[config.mk]
export PLATFORM = sky130hd
export DESIGN_NAME = cfg_prom_reader
export DESIGN_NICKNAME = d
export VERILOG_FILES = /design/src/rtl/prom_rd_pkg.sv /design/src/rtl/prom_bit_store.sv /design/src/rtl/prom_bit_counter.sv /design/src/rtl/prom_cascade_ctl.sv /design/src/rtl/cfg_prom_reader.sv
export SDC_FILE = /design/constraint.sdc
export NUM_CORES = 2
export LEC_CHECK = 0
export CAP_MARGIN = 40
export CORE_MARGIN = 10
export CORE_UTILIZATION = 25
export CTS_BUF_LIST = sky130_fd_sc_hd__clkbuf_8 sky130_fd_sc_hd__clkbuf_16
export DETAILED_ROUTE_END_ITERATION = 7
export DONT_BUFFER_PORTS = 1
export PLACE_DENSITY = 0.35
export SYNTH_ARGS = -nofsm -noshare
export SYNTH_HDL_FRONTEND = slang
export SYNTH_SLANG_ARGS = --single-unit
[constraint.sdc]
create_clock -name clk -period 5.88 [get_ports clk]
set_clock_uncertainty 0.15 [all_clocks]
set_input_delay 1.47 -clock clk [delete_from_list [all_inputs] [get_ports clk]]
set_output_delay 1.47 -clock clk [all_outputs]
set_load 0.01 [all_outputs]
[src/rtl/prom_rd_pkg.sv]
package prom_rd_pkg;

   typedef enum logic [1:0] {
      CASC_IDLE   = 2'd0,
      CASC_HOLD   = 2'd1,
      CASC_FOLLOW = 2'd2
   } casc_state_e;

   function automatic bit is_pow2(input int unsigned v);
      return (v != 0) && ((v & (v - 1)) == 0);
   endfunction

endpackage

[src/rtl/prom_bit_store.sv]
module prom_bit_store #(
   parameter int CAPACITY = 4096,
   parameter int WORD_W   = 8,
   localparam int ADDR_W  = $clog2(CAPACITY),
   localparam int SEL_W   = (WORD_W > 1) ? $clog2(WORD_W) : 1,
   localparam int ROWS    = CAPACITY / WORD_W,
   localparam int ROW_W   = $clog2(ROWS)
) (
   input  logic              clk,
   input  logic              wr_en,
   input  logic [ROW_W-1:0]  wr_row,
   input  logic [WORD_W-1:0] wr_data,
   input  logic [ADDR_W-1:0] rd_ptr,
   output logic              rd_bit
);

   logic [WORD_W-1:0] mem [ROWS];
   logic [WORD_W-1:0] row_word;

   always_ff @(posedge clk) begin
      if (wr_en) begin
         mem[wr_row] <= wr_data;
      end
   end

   generate
      if (WORD_W == 1) begin : g_bitwide
         assign row_word = mem[rd_ptr[ROW_W-1:0]];
         assign rd_bit   = row_word[0];
      end else begin : g_wordwide
         logic [SEL_W-1:0] sel;
         assign row_word = mem[rd_ptr[ADDR_W-1:SEL_W]];
         assign sel      = rd_ptr[SEL_W-1:0];
         assign rd_bit   = row_word[sel];
      end
   endgenerate

endmodule

[src/rtl/prom_bit_counter.sv]
module prom_bit_counter #(
   parameter int CAPACITY = 4096,
   localparam int ADDR_W  = $clog2(CAPACITY)
) (
   input  logic              clk,
   input  logic              rst_n,
   input  logic              clear,
   input  logic              step,
   output logic [ADDR_W-1:0] ptr,
   output logic              at_end,
   output logic              last_step
);

   localparam logic [ADDR_W-1:0] LAST = ADDR_W'(CAPACITY - 1);

   logic advance;

   assign advance   = step && !at_end;
   assign last_step = advance && (ptr == LAST);

   always_ff @(posedge clk or negedge rst_n) begin
      if (!rst_n) begin
         ptr    <= '0;
         at_end <= 1'b0;
      end else if (clear) begin
         ptr    <= '0;
         at_end <= 1'b0;
      end else if (last_step) begin
         at_end <= 1'b1;
      end else if (advance) begin
         ptr    <= ptr + 1'b1;
      end
   end

endmodule

[src/rtl/prom_cascade_ctl.sv]
module prom_cascade_ctl
   import prom_rd_pkg::*;
(
   input  logic clk,
   input  logic rst_n,
   input  logic clear,
   input  logic last_step,
   input  logic mode_rd,
   input  logic ce_n,
   output logic ceo_n
);

   casc_state_e st_q, st_d;

   always_comb begin
      st_d = st_q;
      if (clear) begin
         st_d = CASC_IDLE;
      end else begin
         unique case (st_q)
            CASC_IDLE:   if (last_step)        st_d = CASC_HOLD;
            CASC_HOLD:   if (mode_rd && ce_n)  st_d = CASC_FOLLOW;
            CASC_FOLLOW: st_d = CASC_FOLLOW;
            default:     st_d = CASC_IDLE;
         endcase
      end
   end

   always_ff @(posedge clk or negedge rst_n) begin
      if (!rst_n) begin
         st_q <= CASC_IDLE;
      end else begin
         st_q <= st_d;
      end
   end

   always_comb begin
      unique case (st_q)
         CASC_HOLD:   ceo_n = 1'b0;
         CASC_FOLLOW: ceo_n = ce_n;
         default:     ceo_n = 1'b1;
      endcase
   end

endmodule

[src/rtl/cfg_prom_reader.sv]
module cfg_prom_reader
   import prom_rd_pkg::*;
#(
   parameter int   CAPACITY = 4096,
   parameter int   WORD_W   = 8,
   parameter logic POL_INIT = 1'b1,
   localparam int  ADDR_W   = $clog2(CAPACITY),
   localparam int  ROWS     = CAPACITY / WORD_W,
   localparam int  ROW_W    = $clog2(ROWS)
) (
   input  logic              clk,
   input  logic              rst_n,
   input  logic              ser_en,
   input  logic              ce_n,
   input  logic              rst_oe,
   output logic              dout,
   output logic              dout_en,
   output logic              ceo_n,
   input  logic              pl_we,
   input  logic [ROW_W-1:0]  pl_row,
   input  logic [WORD_W-1:0] pl_wdata,
   input  logic              pl_pol_we,
   input  logic              pl_pol
);

   generate
      if (!is_pow2(CAPACITY)) begin : g_bad_cap
         $error("CAPACITY must be a power of two");
      end
      if (!is_pow2(WORD_W)) begin : g_bad_word
         $error("WORD_W must be a power of two");
      end
      if (CAPACITY < 2 * WORD_W) begin : g_bad_rows
         $error("CAPACITY must hold at least two rows");
      end
   endgenerate

   logic              pol_q;
   logic              reset_act;
   logic              step;
   logic [ADDR_W-1:0] rd_ptr;
   logic              end_q;
   logic              last_step;
   logic              rd_bit;

   always_ff @(posedge clk or negedge rst_n) begin
      if (!rst_n) begin
         pol_q <= POL_INIT;
      end else if (pl_pol_we) begin
         pol_q <= pl_pol;
      end
   end

   assign reset_act = (rst_oe == pol_q);
   assign step      = ser_en && !ce_n && !reset_act;

   prom_bit_counter #(
      .CAPACITY (CAPACITY)
   ) u_ctr (
      .clk       (clk),
      .rst_n     (rst_n),
      .clear     (reset_act),
      .step      (step),
      .ptr       (rd_ptr),
      .at_end    (end_q),
      .last_step (last_step)
   );

   prom_bit_store #(
      .CAPACITY (CAPACITY),
      .WORD_W   (WORD_W)
   ) u_store (
      .clk     (clk),
      .wr_en   (pl_we),
      .wr_row  (pl_row),
      .wr_data (pl_wdata),
      .rd_ptr  (rd_ptr),
      .rd_bit  (rd_bit)
   );

   prom_cascade_ctl u_casc (
      .clk       (clk),
      .rst_n     (rst_n),
      .clear     (reset_act),
      .last_step (last_step),
      .mode_rd   (ser_en),
      .ce_n      (ce_n),
      .ceo_n     (ceo_n)
   );

   assign dout_en = ser_en && !ce_n && !reset_act;
   assign dout    = dout_en && !end_q && rd_bit;

endmodule

==> summary.md <==
| Metric | Value |
|---|---|
| Critical path type | reg -> out |
| Area occupied by multi-input gates | 34880 um^2 |
| Routed len/inst | 32.87 um |
| Placer Congestion | 0.7664 |
| Initial antenna violation count | 39 |
| Violated checks | setup timing |
| Drt pass-1 iters | 5 |
| Reg2reg setup slack | 1.64 ns |
| Post-route ant nets | 0 |
| Setup TNS | -0.9385 ns |
| Crit-path cells | buf_12 -> and2_1 -> nand2_1 -> o311ai_0 -> a31oi_1 -> buf_4 -> o2111ai_1 -> a211oi_2 -> a311o_1 -> a41oi_2 -> buf_6 -> buf_6 |
| Core Util, Final | 0.3068 |
| Initial Utilization | 0.2505 |
| Max-cap viol count | 0 |
| Post-Place Cells | 16550 |
| Routed WL | 577.3 mm |
| Logic pwr share | 0.012 |
| NumNets Final | 8764 |
| Top-Level Pins | 28 |
| Async SR Flop Fraction | 0.003891 |
| Max_slew headroom | 0.003865 |
| CTS tree | built |
| Crit-path max cell delay | 0.65 ns |
| Worst-Skew Late Latency | 1.03 ns |
| VDD IR max | 0.0002292 V |
| Die ar. | 673700 um^2 |
| Gr usage total | 0.1667 |
| CTS Root Cell | clkbuf_16 |
| Placed cell areas | 177800 um^2 |
| CP max-delay cell | and2_1 |
| Layout cells sized above 1 | 0.3319 |
| Pwr dens | 313.6 nW/um^2 |
| Number of DRC markers in iteration 0 | 8030 |
| Status | finished with violations |
| Core ar. | 640100 um^2 |
| Final instance area | 196400 um^2 |
| Worst-case hold slack | 0.1312 ns |
| Worst setup EP type | primary output |
| Flop and latch count out of synthesis | 4112 |
| Fin crit period | 6.818 ns |
| Max Freq | 146.7 MHz |
| Largest net degree at the start of global routing | 513 |
| Htree depth | 5 |
| Final Slew Violations | 0 |
| Clock Pin Slew Worst Setup and Hold Paths | 0.06 ns |
| IO Port Bufs | 0 |
| Net Count, Synth | 7526 |
| Post-synth EDFFs | 4096 |
| Sequential power share | 0.524 |
| Row cnt | 294 |
| Final Hold Fails | 0 |
| Final Setup Violations | 1 |
| Grt ovf | 0 |
| Seq/Total Area, Yosys | 0.7697 |
| Hold/Removal Path Class | in -> async |
| Warnings, synthesis | 0 |
| Leakage power | 61.07 nW |
| Non-Filler Instances | 17560 |
| Synth cell types | 77 |
| Required @ worst endpoint | 4.26 ns |
| CP arrival | 5.20 ns |
| Synth Cell Area | 160300 um^2 |
| Internal | 48.77 mW |
| DR vias/cell | 4.715 |
| Type of origin of the critical path | flip-flop |
| Psw | 12.82 mW |
| Cts bufs inserted | 460 |
| Cell count after synthesis | 7496 |
| Fillers | 61870 |
| Dpl hpwl | 349.3 mm |
| Syn avg cell area | 21.39 um^2 |
| Measured slew at the worst slew-check pin | 1.494 ns |
| # clock sinks | 4112 |
| RSZ-0062 raised after global routing | yes |
| Die height | 820.8 um |
| CP dominant cell by count | buf_6 |
| Clock Tree Buf Depth | 4 |
| Number of global-route vias before repair | 86170 |
| Crit Path Max Fanout | 21 |
| Clk network pwr share | 0.464 |
| Final cycle utilization of the critical path | 1.160 |
| Ys flop type | edfxtp_1 |
| Global-route wire length before repair | 781.6 mm |
| Sw frac | 0.2082 |
| Storage cell area | 123400 um^2 |
| PnR worst setup slack | -0.9385 ns |
| Via count | 82810 |
| DRC violations left | 0 |
| Syn-to-layout area delta | 22.50% |
| DIE WIDTH | 820.8 um |
==> metrics by stage <==
| stage | setup slack [ns] | power [mW] |
|---|---|---|
| 4_1_cts | -0.9602 | 61.91 |
| 6_report | -0.9385 | 61.60 |
| 3_5_place_dp | -0.7082 | 33.18 |
| 2_1_floorplan | 1.325 | 32.98 |
| 3_3_place_gp | -1.241 | 33.17 |
| 5_1_grt | -1.007 | 63.51 |
==> final timing paths <==
| check | start | to | cells after the start |
|---|---|---|---|
| setup / recovery | u_ctr.ptr[8] | dout | 12 |
| min in group clk | u_ctr.at_end | u_ctr.at_end | 2 |
| max in group asynchronous | rst_n | u_ctr.ptr[9] | 2 |
| setup reg to reg | u_ctr.ptr[8] | u_ctr.ptr[5] | 10 |
| hold reg to reg | u_ctr.at_end | u_ctr.at_end | 2 |
| hold / removal | rst_n | pol_q | 0 |
==> cell usage after synthesis (65+ instances only) <==
master    number  area [um^2]
o21ai_0       78        390.4
a22oi_1      219         1644
edfxtp_1    4096       123000
clkbuf_1     173        649.4
mux2i_1      386         3864
mux4_2       907        20430
buf_6         65        732.0
nand3_1       66        330.3
buf_2        105        525.5
a21oi_1      111        555.5
nand2_1      137        514.2
nor2_1       577         2166
==> per-layer routing <==
| layer | up-vias | part of all wire | wire length, um | track usage |
|---|---|---|---|---|
| met4 | 2 | 0.022 | 12750 | 0.03438 |
| met3 | 606 | 0.042 | 24200 | 0.02005 |
| met2 | 2184 | 0.49 | 283000 | 0.2820 |
| met5 | - | 0.000026 | 15 | 0 |
| met1 | 46000 | 0.45 | 257300 | 0.2308 |
| li1 | 34020 | - | - | - |
==> power by group through the flow <==
stage	logic (mW)	clock network [mW]	registers, mW
global route	0.756	30.5	32.3
CTS	0.265	29.3	32.3
global placement	0.249	0	32.9
detailed placement	0.257	0	32.9
finish	0.709	28.6	32.3
floorplan	0.0799	0	32.9
==> sequential cells by signal (all words and copies together), names as in the netlist <==
name	flops
u_casc.st_q	2
pol_q	1
u_ctr.at_end	1
u_ctr.ptr	12
u_store.mem	4096
==> final cells by class <==
| class | count | area share |
|---|---|---|
| Inverter | 13 | 0.0003759 |
| Tap cell | 8436 | 0.05374 |
| Antenna cell | 11 | 0.0001402 |
| Multi-Input combinational cell | 2901 | 0.1776 |
| Timing Repair inverter | 1 | 0.00004460 |
| Sequential cell | 4112 | 0.6285 |
| Timing Repair Buffer | 1245 | 0.06436 |
| Clock buffer | 466 | 0.05938 |
| Clock inverter | 378 | 0.01590 |
==> cells by family after synthesis <==
family,after synthesis,share of synthesized area
compound gates,665,0.02916
xor+xnor,9,0.0004917
fa+ha+maj,5,0.0003902
buf+inv,483,0.02009
flops,4112,0.7697
mux,1341,0.1574
simple gates,881,0.02280
==> critical path: cells and delay by family (launching register included) <==
kind / cells / cell delay, ns
AOI/OAI and AO/OA: 6 / 1.67
buffers and inverters: 4 / 0.82
and+or+nand+nor: 2 / 1.09
DFF: 1 / 0.54
==> repair_timing <==
| item | in CTS | in global routing |
|---|---|---|
| setup buffers | 89 | 18 |
| endpoints found under the setup margin | 1 | 1 |
| pin swaps | 38 | 13 |
| gates resized for setup | 285 | 36 |
| hold buffers | 2 | 0 |
| hold endpoints to repair | 15 | 0 |
| cloned | 22 | 2 |
==> placed cells by master, fill, tap and decap left out, drive strengths merged, types with 111 or more instances in the layout <==
cell type	n
mux4	934
nand2	137
nor2	578
a22oi	219
a21oi	111
mux2i	386
buf	1225
clkinv	236
edfxtp	4096
clkbuf	469
No activity file was read; power rests on OpenSTA's default activity.
